<file path="src/rtl/flash_gate_pkg.sv">
package flash_gate_pkg;

  typedef enum logic [1:0] {
    K_READ  = 2'b00,
    K_PROG  = 2'b01,
    K_ERASE = 2'b10,
    K_BAD   = 2'b11
  } req_kind_e;

  typedef enum logic [1:0] {
    OP_IDLE  = 2'b00,
    OP_PROG  = 2'b01,
    OP_ERASE = 2'b10,
    OP_SUSP  = 2'b11
  } op_state_e;

  typedef enum logic [1:0] {
    WP_LOW  = 2'b00,
    WP_HIGH = 2'b01,
    WP_HV   = 2'b10,
    WP_RSVD = 2'b11
  } wp_level_e;

endpackage

</file>
<file path="src/rtl/fg_addr_decode.sv">
module fg_addr_decode #(
  parameter int SA_W        = 10,
  parameter int SMALL_W     = 3,
  parameter int BANK_CODE_W = 3,
  localparam int BIG_W  = SA_W - SMALL_W,
  localparam int NSMALL = 1 << SMALL_W,
  localparam int NSEC   = (1 << BIG_W) - 2 + 2 * NSMALL,
  localparam int SEC_W  = $clog2(NSEC)
) (
  input  logic [SA_W-1:0]  sa,
  output logic [1:0]       bank,
  output logic [SEC_W-1:0] sector,
  output logic             boot
);

  // Uneven bank split: lowest code alone, highest code alone,
  // lower half of the rest and upper half of the rest.
  function automatic logic [1:0] bank_of(input logic [BANK_CODE_W-1:0] c);
    if (c == '0)             return 2'd0;
    if (c == '1)             return 2'd3;
    if (!c[BANK_CODE_W-1])   return 2'd1;
    return 2'd2;
  endfunction

  // Small sectors at both ends, large ones in between.
  function automatic logic [SEC_W-1:0] sector_of(input logic [SA_W-1:0] s);
    logic [BIG_W-1:0]   big;
    logic [SMALL_W-1:0] low;
    big = s[SA_W-1:SMALL_W];
    low = s[SMALL_W-1:0];
    if (big == '0) return SEC_W'(low);
    if (big == '1) return SEC_W'(NSEC - NSMALL) + SEC_W'(low);
    return SEC_W'(big) + SEC_W'(NSMALL - 1);
  endfunction

  // The two lowest and two highest sectors are pin-lockable.
  function automatic logic is_boot(input logic [SEC_W-1:0] n);
    return (n == SEC_W'(0)) || (n == SEC_W'(1)) ||
           (n == SEC_W'(NSEC - 2)) || (n == SEC_W'(NSEC - 1));
  endfunction

  assign bank   = bank_of(sa[SA_W-1 -: BANK_CODE_W]);
  assign sector = sector_of(sa);
  assign boot   = is_boot(sector);

  // decoded sector never leaves the numbered range
  always_comb begin
    a_r2_sector_in_range: assert (sector < SEC_W'(NSEC));
  end

endmodule

</file>
<file path="src/rtl/fg_prot_store.sv">
module fg_prot_store #(
  parameter int NSEC  = 142,
  parameter int SEC_W = 8
) (
  input  logic             clk,
  input  logic             rst_n,
  input  logic             upd_en,
  input  logic             upd_set,
  input  logic [SEC_W-1:0] upd_idx,
  input  logic [SEC_W-1:0] rd_idx,
  output logic             rd_bit
);

  logic [NSEC-1:0] bits;

  for (genvar i = 0; i < NSEC; i++) begin : g_bit
    always_ff @(posedge clk or negedge rst_n) begin
      if (!rst_n)                                 bits[i] <= 1'b0;
      else if (upd_en && upd_idx == SEC_W'(i))    bits[i] <= upd_set;
    end
  end

  assign rd_bit = (rd_idx < SEC_W'(NSEC)) ? bits[rd_idx] : 1'b0;

  // a set or clear lands on the addressed bit one cycle later
  a_r12_set_lands: assert property (@(posedge clk) disable iff (!rst_n)
    (upd_en && upd_set && upd_idx < SEC_W'(NSEC)) |=> bits[$past(upd_idx)]);
  a_r12_clear_lands: assert property (@(posedge clk) disable iff (!rst_n)
    (upd_en && !upd_set && upd_idx < SEC_W'(NSEC)) |=> !bits[$past(upd_idx)]);
  a_r12_idle_keeps: assert property (@(posedge clk) disable iff (!rst_n)
    !upd_en |=> $stable(bits));

endmodule

</file>
<file path="src/rtl/fg_permit.sv">
module fg_permit
  import flash_gate_pkg::*;
#(
  parameter int SEC_W = 8
) (
  input  req_kind_e        kind,
  input  logic [1:0]       bank,
  input  logic [SEC_W-1:0] sector,
  input  logic             boot,
  input  logic             stored,
  input  op_state_e        state,
  input  logic [1:0]       op_bank,
  input  logic [SEC_W-1:0] op_sector,
  input  wp_level_e        wp,
  output logic             rd_ok,
  output logic             wr_ok,
  output logic             prot,
  output logic             bypass,
  output logic             reject
);

  logic same_bank, same_sec, pin_lock;

  assign same_bank = (bank == op_bank);
  assign same_sec  = (sector == op_sector);
  assign pin_lock  = ((wp == WP_LOW) || (wp == WP_RSVD)) && boot;
  assign bypass    = (wp == WP_HV);
  assign prot      = bypass ? 1'b0 : (pin_lock | stored);

  always_comb begin
    unique case (state)
      OP_IDLE:           rd_ok = 1'b1;
      OP_PROG, OP_ERASE: rd_ok = !same_bank;
      OP_SUSP:           rd_ok = !same_sec;
      default:           rd_ok = 1'b0;
    endcase
  end

  always_comb begin
    unique case (kind)
      K_PROG:  wr_ok = !prot && ((state == OP_IDLE) ||
                                 ((state == OP_SUSP) && !same_sec));
      K_ERASE: wr_ok = !prot && (state == OP_IDLE);
      default: wr_ok = 1'b0;
    endcase
  end

  assign reject = (kind == K_READ) ? !rd_ok : !wr_ok;

endmodule

</file>
<file path="src/rtl/flash_access_gate.sv">
module flash_access_gate
  import flash_gate_pkg::*;
#(
  parameter int ADDR_W      = 22,
  parameter int PAGE_W      = 12,
  parameter int SMALL_W     = 3,
  parameter int BANK_CODE_W = 3,
  localparam int SA_W   = ADDR_W - PAGE_W,
  localparam int BIG_W  = SA_W - SMALL_W,
  localparam int NSMALL = 1 << SMALL_W,
  localparam int NSEC   = (1 << BIG_W) - 2 + 2 * NSMALL,
  localparam int SEC_W  = $clog2(NSEC)
) (
  input  logic              clk,
  input  logic              rst_n,
  input  logic              req_vld,
  input  logic [1:0]        req_kind,
  input  logic [ADDR_W-1:0] req_addr,
  input  logic [1:0]        op_state,
  input  logic [1:0]        op_bank,
  input  logic [SEC_W-1:0]  op_sector,
  input  logic [1:0]        wp_level,
  input  logic              prot_we,
  input  logic              prot_set,
  input  logic [SEC_W-1:0]  prot_idx,
  output logic              rsp_vld,
  output logic [1:0]        rsp_bank,
  output logic [SEC_W-1:0]  rsp_sector,
  output logic              rsp_rd_ok,
  output logic              rsp_wr_ok,
  output logic              rsp_prot,
  output logic              rsp_err,
  output logic              rsp_bypass
);

  // Offset inside a 4-Kword page plays no part in any decision.
  logic unused_page_offset;
  assign unused_page_offset = ^req_addr[PAGE_W-1:0];

  logic [1:0]       dec_bank;
  logic [SEC_W-1:0] dec_sector;
  logic             dec_boot;
  logic             stored_bit;
  logic             pm_rd_ok, pm_wr_ok, pm_prot, pm_bypass, pm_reject;

  fg_addr_decode #(
    .SA_W(SA_W), .SMALL_W(SMALL_W), .BANK_CODE_W(BANK_CODE_W)
  ) u_decode (
    .sa     (req_addr[ADDR_W-1:PAGE_W]),
    .bank   (dec_bank),
    .sector (dec_sector),
    .boot   (dec_boot)
  );

  fg_prot_store #(.NSEC(NSEC), .SEC_W(SEC_W)) u_store (
    .clk     (clk),
    .rst_n   (rst_n),
    .upd_en  (prot_we),
    .upd_set (prot_set),
    .upd_idx (prot_idx),
    .rd_idx  (dec_sector),
    .rd_bit  (stored_bit)
  );

  fg_permit #(.SEC_W(SEC_W)) u_permit (
    .kind      (req_kind_e'(req_kind)),
    .bank      (dec_bank),
    .sector    (dec_sector),
    .boot      (dec_boot),
    .stored    (stored_bit),
    .state     (op_state_e'(op_state)),
    .op_bank   (op_bank),
    .op_sector (op_sector),
    .wp        (wp_level_e'(wp_level)),
    .rd_ok     (pm_rd_ok),
    .wr_ok     (pm_wr_ok),
    .prot      (pm_prot),
    .bypass    (pm_bypass),
    .reject    (pm_reject)
  );

  always_ff @(posedge clk or negedge rst_n) begin
    if (!rst_n) begin
      rsp_vld    <= 1'b0;
      rsp_err    <= 1'b0;
      rsp_bank   <= '0;
      rsp_sector <= '0;
      rsp_rd_ok  <= 1'b0;
      rsp_wr_ok  <= 1'b0;
      rsp_prot   <= 1'b0;
      rsp_bypass <= 1'b0;
    end else begin
      rsp_vld <= req_vld;
      rsp_err <= req_vld && pm_reject;
      if (req_vld) begin
        rsp_bank   <= dec_bank;
        rsp_sector <= dec_sector;
        rsp_rd_ok  <= pm_rd_ok;
        rsp_wr_ok  <= pm_wr_ok;
        rsp_prot   <= pm_prot;
        rsp_bypass <= pm_bypass;
      end
    end
  end

  // one response per request, nothing without a request
  a_r3_resp_follows: assert property (@(posedge clk) disable iff (!rst_n)
    req_vld |=> rsp_vld);
  a_r3_no_spurious: assert property (@(posedge clk) disable iff (!rst_n)
    !req_vld |=> (!rsp_vld && !rsp_err));
  // the busy bank refuses reads
  a_r4_busy_bank_read: assert property (@(posedge clk) disable iff (!rst_n)
    (req_vld && req_kind == 2'b00 && (op_state == 2'b01 || op_state == 2'b10)
     && dec_bank == op_bank) |=> (rsp_err && !rsp_rd_ok));
  // a second write operation is never started
  a_r5_single_writer: assert property (@(posedge clk) disable iff (!rst_n)
    (req_vld && req_kind != 2'b00 && (op_state == 2'b01 || op_state == 2'b10))
    |=> !rsp_wr_ok);
  // no erase while suspended
  a_r6_no_erase_in_suspend: assert property (@(posedge clk) disable iff (!rst_n)
    (req_vld && req_kind == 2'b10 && op_state == 2'b11) |=> rsp_err);
  // low pin locks boot sectors
  a_r7_pin_locks_boot: assert property (@(posedge clk) disable iff (!rst_n)
    (req_vld && (wp_level == 2'b00 || wp_level == 2'b11) && dec_boot)
    |=> rsp_prot);
  // high-voltage level lifts all protection
  a_r9_hv_unlocks: assert property (@(posedge clk) disable iff (!rst_n)
    (req_vld && wp_level == 2'b10) |=> (!rsp_prot && rsp_bypass));
  // protection blocks program and erase
  a_r10_prot_blocks_write: assert property (@(posedge clk) disable iff (!rst_n)
    (rsp_vld && rsp_prot) |-> !rsp_wr_ok);
  // an illegal kind is always refused
  a_r11_illegal_refused: assert property (@(posedge clk) disable iff (!rst_n)
    (req_vld && req_kind == 2'b11) |=> (rsp_err && !rsp_wr_ok));

endmodule

</file>
<file path="config.mk">
export PLATFORM = sky130hd
export DESIGN_NAME = flash_access_gate
export DESIGN_NICKNAME = d
export VERILOG_FILES = /design/src/rtl/flash_gate_pkg.sv /design/src/rtl/fg_addr_decode.sv /design/src/rtl/fg_prot_store.sv /design/src/rtl/fg_permit.sv /design/src/rtl/flash_access_gate.sv
export SDC_FILE = /design/constraint.sdc
export NUM_CORES = 1
export LEC_CHECK = 0
export ABC_AREA = 1
export BUFFER_PORTS_ARGS = -buffer_cell sky130_fd_sc_hd__buf_2
export CAP_MARGIN = 10
export CORE_ASPECT_RATIO = 2
export CORE_MARGIN = 1
export CORE_UTILIZATION = 50
export CTS_BUF_LIST = sky130_fd_sc_hd__clkbuf_16
export DETAILED_ROUTE_END_ITERATION = 8
export PLACE_DENSITY = 0.8
export SYNTH_ARGS = -nofsm -noshare
export SYNTH_HDL_FRONTEND = slang
export SYNTH_SLANG_ARGS = --single-unit
</file>
<file path="constraint.sdc">
create_clock -name clk -period 2.1 [get_ports clk]
set_input_delay 0.21 -clock clk [delete_from_list [all_inputs] [get_ports clk]]
set_output_delay 0.21 -clock clk [all_outputs]
set_load 0.01 [all_outputs]
</file>
==> impl_metrics.ini, run 1 <==
[final_layout]
layout_common_cells = nand2_1 (269), dfrtp_1 (158), a21oi_1 (146)
nets = 1325
area_delta_synth_final_pct = 27.17
design_area_um2 = 11020
layout.cells.most_common = nand2_1
drive_gt1_share_pct = 21.83

[placed_design]
routabilityCongestion = 0.9241
io_buffers = 54
hpwl_mm = 19.22
dpl_cell_area_um2 = 9788
post-place-ws_ns = -0.5923

[synth]
synth.avg_cell_area_um2 = 7.577
syn_inst = 1144
synth_top_area_share_pct = 45.61
yosysUniqueCellTypes = 39
yosysTopAreaCell = dfrtp_1
synth_xor_area_share_pct = 1.010
synth-simple-area-share_pct = 24.32
synth_top_family_by_area = simple AND/OR/NAND/NOR gates
synth_nets = 1204
ys_ff_latch = 158
yosysSeqAreaShare_pct = 45.61
synth_compound_area_share_pct = 19.95
synthAdderAreaFrac_pct = 1.299
yosysWarnings = 0
syn_area_um2 = 8668
synthMuxAreaShare_pct = 0
synth_area_leaders = dfrtp_1 (46%), nand2_1 (12%), a21oi_1 (8.6%), a31oi_1 (7.8%), nor2_1 (5.5%)

[routing]
drt_pass1_iterations = 6
wl_mm = 29.45
dr.first_iter.drc_count = 882
drc = 0
antenna_left = 0
vias = 9022
wl_per_cell_um = 19.82
via_per_inst = 6.071

[floorplanning]
fp.dieH_um = 188.2
initial_utilization_pct = 51.44
dieArea_um2 = 17900
num_rows = 67
io_pins = 67
die_x_um = 95.11
core_area_um2 = 16850

[sta]
worst_slack_ns = -0.2436
finalClockSkew_ns = 0.007621
worstMarginPinSlew_ns = 0.6933
relSlewSlack_pct = 53.73
drv_slew = 0
rsz0062_at_grt = yes
hold_slack_ns = 0.1232
final_hold_viol_count = 0
period_share_pct = 111.6
min_period_ns = 2.344
fmax_mhz = 426.7
setup_viol = 3
setup_tns_ns = -0.5643

[clock_network]
cts-buffers-inserted = 17
clk_pin_slew_ns = 0.07
cts_root_buffer = clkbuf_16
cts.sinks = 158
clock_latency_ns = 0.44
clockBufferDepth = 2
htree_levels = 4
cts_tree = yes

[flow_run]
drv_cap = 0

[grt]
track_usage_pct = 32.51
gr-total-overflow = 0
grt_max_degree = 61
grt_pass1_wl_mm = 43.66
grt_pass1_vias = 8587
antenna_found_initial = 1

[worst_setup_path]
worst-setup-path-type = primary input to flop
endpoint_kind = flop
critPathMostFrequentCell = nand2_1
critPathMaxStageDelay_ns = 0.25
crit_family = simple AND/OR/NAND/NOR gates
arrival_ns = 2.68
slowest_stage = nand3_1
path_max_fanout = 8
worst_setup_path_start_kind = primary input
cp_num_buf_inv = 5
crit_path_cell_trace = buf_8, clkinvlp_4, ha_4, inv_4, nor2_4, nand3_4, nand2_4, nand2_4, nand2_8, clkbuf_16, nand2_1, nand3_1, nand3_1, nand3_2, a21oi_2, nor2_1, nand2_1, nand3_1, nand2_1, nand2_2, nand3_2, nand2_1, inv_1
worstPathRequired_ns = 2.43

[min_path]
worstHoldPathType = primary input to flop

[power]
leakage_nw = 5.330
powerDensity_nw_per_um2 = 772.9
peakVddDrop_uv = 525.1

[outcome]
status = complete, but fails checks
violations = setup timing
==> kinds of logic (layout without fill, tap and decap cells) <==
group	after synthesis	after routing
buffers and inverters	152	285
flip-flops	158	158
AND/OR/NAND/NOR	505	506
AO/OA/AOI/OAI	310	310
XOR/XNOR	10	10
adder cells (fa/ha/maj)	9	9
other	0	1
==> area by class of cell <==
| type | count | area [um2] |
|---|---|---|
| sequential | 158 | 3954 |
| clock inverter | 15 | 222.7 |
| tap | 207 | 259.0 |
| multi-input combinational | 835 | 4280 |
| inverter | 82 | 317.8 |
| antenna | 1 | 2.502 |
| fill | 1360 | 5827 |
| clock buffer | 17 | 425.4 |
| timing repair buffer | 171 | 1562 |
==> layer usage <==
| layer | track usage (%) | routed length (um) | up-vias |
|---|---|---|---|
| met5 | 0 | 0 | - |
| met4 | 27.51 | 2939 | 0 |
| met3 | 7.103 | 1913 | 191 |
| met2 | 54.23 | 14760 | 503 |
| met1 | 33.40 | 9831 | 4242 |
| li1 | - | - | 4086 |
==> power breakdown <==
group / switching (mW) / internal [mW] / total (mW)
sequential: 0.164 / 3.30 / 3.46
combinational: 0.963 / 0.656 / 1.62
clock: 1.40 / 2.04 / 3.44
==> synth_stat cells <==
library cell	number
o211ai_1	2
o22ai_1	1
buf_1	1
o21ai_1	8
buf_4	7
nor2_2	4
buf_2	7
nand3_1	52
dfrtp_1	158
nand2_4	4
o2111ai_1	1
a31oi_1	108
xnor2_1	7
buf_12	1
o21ai_2	3
inv_2	3
inv_1	78
nand3_4	2
a21boi_1	3
nor2_4	2
o221ai_1	1
nand3_2	1
nor2_8	1
ha_1	9
inv_4	1
or2_2	2
a21oi_1	149
nand2_1	286
clkbuf_1	47
buf_6	7
nor2b_1	1
nor3_1	16
xor2_1	3
o211ai_2	1
nand2_2	5
a211oi_1	1
nor2_1	128
o21ai_0	32
nand4_1	1
==> final timing paths <==
kind,slack (ns),start,end,cells past startpoint
max,-0.24,req_addr[15],rsp_err,23
min,0.12,prot_set,u_store.bits[2],3
max reg2reg,0.28,u_store.bits[2],rsp_err,14
min reg2reg,0.48,rsp_bypass,rsp_bypass,2
max in group asynchronous,1.08,rst_n,rsp_vld,3
min in group asynchronous,0.31,rst_n,u_store.bits[34],2
==> sequential cells by signal (all words and copies together) (netlist names) <==
| register | flops |
|---|---|
| u_store.bits | 142 |
| rsp_sector | 8 |
| rsp_bank | 2 |
| rsp_bypass | 1 |
| rsp_err | 1 |
| rsp_prot | 1 |
| rsp_rd_ok | 1 |
| rsp_vld | 1 |
| rsp_wr_ok | 1 |
==> worst register-to-register path: stages (launching register included) <==
cell and delay, ns:
dfrtp_1 0.37, inv_1 0.08, nand2_1 0.06, nand3_1 0.09
nand3_1 0.25, nand3_2 0.20, a21oi_2 0.08, nor2_1 0.10
nand2_1 0.05, nand3_1 0.08, nand2_1 0.08, nand2_2 0.10
nand3_2 0.06, nand2_1 0.07, inv_1 0.05
==> through the flow <==
| stage | total power, mW | std cells | util [%] |
|---|---|---|---|
| floorplan | 4.275 | 1144 | - |
| global placement | 4.846 | 1434 | 58.09 |
| detailed placement | 4.880 | 1434 | 58.09 |
| CTS | 8.375 | 1474 | 63.17 |
| global route | 8.840 | 1485 | 65.40 |
| finish | 8.520 | 1486 | 65.42 |
==> repair_timing <==
| item | CTS | global route |
|---|---|---|
| endpoints found under the hold margin | 53 | 0 |
| pin swaps | 3 | 14 |
| resized for setup | 15 | 53 |
| gates cloned | 3 | 9 |
| setup endpoints to repair | 3 | 4 |
| setup buffers | 3 | 2 |
| hold buffers | 2 | 0 |
Power figures use the tool's default switching activity.
==> run 2, diff against run 1 <==
CORE_UTILIZATION = 55   (was 50)
PLACE_DENSITY = 0.86   (was 0.8)
==> run 2 against run 1 <==
The run still ends with setup timing left. Sequential cell count is the same. Non-clock buffer count shrank 9. Critical path type unchanged. Hold slack gained 0.0085 ns. Wire length shrank 1.2%.
==> impl_metrics.ini, run 2 (synthesis gave the netlist of run 1 again) <==
[outcome]
status = complete, but fails checks
violations = setup timing

[final_layout]
fin_util_pct = 69.12
area_delta_synth_final_pct = 22.60
top_regs = u_store.bits (142), rsp_sector (8), rsp_bank (2)
drive_gt1_share_pct = 20.35
largest_reg_flops = 142
fillers = 1176
design_area_um2 = 10630
layout_common_cells = nand2_1 (275), dfrtp_1 (158), a21oi_1 (147)
nets = 1315
insertedDiodeCount = 0
layout.cells.most_common = nand2_1
regMostFlops = u_store.bits

[worst_setup_path]
r2r_end = rsp_err
rr_worst_depth = 18
reg2reg_from = u_store.bits[76]
slowest_stage = nand3_4
worstPathRequired_ns = 2.44
reg2reg_setup_slack_ns = 0.39
critPathMostFrequentCell = nand2_1
worst-setup-path-type = primary input to flop
critPathMaxStageDelay_ns = 0.15
path_max_fanout = 8
endpoint_kind = flop
worst_setup_path_start_kind = primary input
arrival_ns = 2.59

[routing]
via_per_inst = 6.209
drc = 0
wl_per_cell_um = 19.85
dr.first_iter.drc_count = 1272
drt_pass1_iterations = 6
wl_mm = 29.10
antenna_left = 0
vias = 9102

[power]
swShare_pct = 30.99
p_switching_mw = 2.488
powerDensity_nw_per_um2 = 755.5
total_power_mw = 8.030
pwr-share-seq_pct = 43.1
p_clk_share_pct = 38.2
leakage_nw = 5.167
combPwrFrac_pct = 18.7
peakVddDrop_uv = 632.0
p_int_mw = 5.542

[placed_design]
hpwl_mm = 18.70
dpl_cell_area_um2 = 9654
routabilityCongestion = 0.9836
io_buffers = 54

[sta]
min_period_ns = 2.245
worst_slack_ns = -0.1451
finalClockSkew_ns = 0.01166
period_share_pct = 106.9
setup_viol = 3
relSlewSlack_pct = 53.30
drv_slew = 0
fmax_mhz = 445.4
rsz0062_at_grt = yes
final_hold_viol_count = 0
worstMarginPinSlew_ns = 0.6997

[flow_run]
drv_cap = 0

[grt]
grt_pass1_vias = 8610
track_usage_pct = 34.68
gr-total-overflow = 0
grt_pass1_wl_mm = 43.61
grt_max_degree = 138
antenna_found_initial = 0

[clock_network]
cts_root_buffer = clkbuf_16
clockBufferDepth = 2
cts.sinks = 158
clock_latency_ns = 0.45
clk_pin_slew_ns = 0.07
cts-buffers-inserted = 17
cts_tree = yes
htree_levels = 4

[min_path]
worstHoldStart = prot_set
holdPathStages = 3
holdPathEnd = u_store.bits[2]
worstHoldPathType = primary input to flop

[floorplanning]
num_rows = 64
core_area_um2 = 15370
initial_utilization_pct = 56.38
fp.dieH_um = 179.5
die_x_um = 90.77
io_pins = 67
dieArea_um2 = 16300
[run 2: final cells by class]
cell class                 instances  area, um2  area share (%)
tap                              198      247.7           2.331
multi-input combinational        834       4207           39.58
clock buffer                      17      425.4           4.003
inverter                          82      317.8           2.990
clock inverter                    15      150.1           1.413
sequential                       158       3954           37.20
timing repair buffer             162       1326           12.48
[run 2: worst max-delay path, delay by kind of cell]
family	cells	cell delay, ns
AOI/OAI and AO/OA	1	0.13
adders and majority gates	1	0.13
buffers and inverters	6	0.52
and+or+nand+nor	18	1.58
[run 2: how the worst max path moves through the flow]
stage / endpoint / cells past startpoint / slack, ns / from
4_1_cts: rsp_err / 24 / 0.01 / req_addr[15]
2_1_floorplan: rsp_err / 25 / -0.11 / req_addr[15]
3_5_place_dp: rsp_wr_ok / 24 / -0.57 / req_addr[15]
5_1_grt: rsp_wr_ok / 26 / -0.31 / req_addr[15]
3_3_place_gp: rsp_err / 25 / -0.56 / req_addr[15]
6_report: rsp_wr_ok / 26 / -0.15 / req_addr[15]
[run 2: routing by layer]
metal / track usage (%) / share of wire (%) / vias up
met5: 0 / 0 / -
met1: 36.37 / 33 / 4252
met4: 27.43 / 9.8 / 0
met3: 6.134 / 7.1 / 197
met2: 60.18 / 50 / 584
li1: - / - / 4069
[run 2: what timing repair did]
action | 4_1_cts | 5_1_grt
gates resized for setup | 9 | 43
gates cloned | 0 | 3
endpoints found under the hold margin | 45 | 0
setup endpoints to repair | 3 | 4
setup buffers | 5 | 13
hold buffers | 2 | 0
pin swaps | 2 | 14
[run 2: stage by stage]
stage	setup TNS [ns]	setup WS [ns]	cells	hold WS, ns
after floorplan	-0.2012	-0.1126	1144	-0.08559
after global placement	-1.987	-0.5647	1412	0.1767
after detailed placement	-2.039	-0.5740	1412	0.1744
after CTS	0	0.01205	1450	0.1208
after global routing	-0.8800	-0.3116	1466	0.1765
final	-0.3624	-0.1451	1466	0.1317
[run 2: power groups by stage]
stage	clock network (mW)	logic [mW]	registers, mW
6_report	3.07	1.50	3.46
5_1_grt	3.18	1.63	3.48
4_1_cts	3.06	1.37	3.45
3_5_place_dp	0	1.33	3.50
3_3_place_gp	0	1.30	3.49
2_1_floorplan	0	0.804	3.47
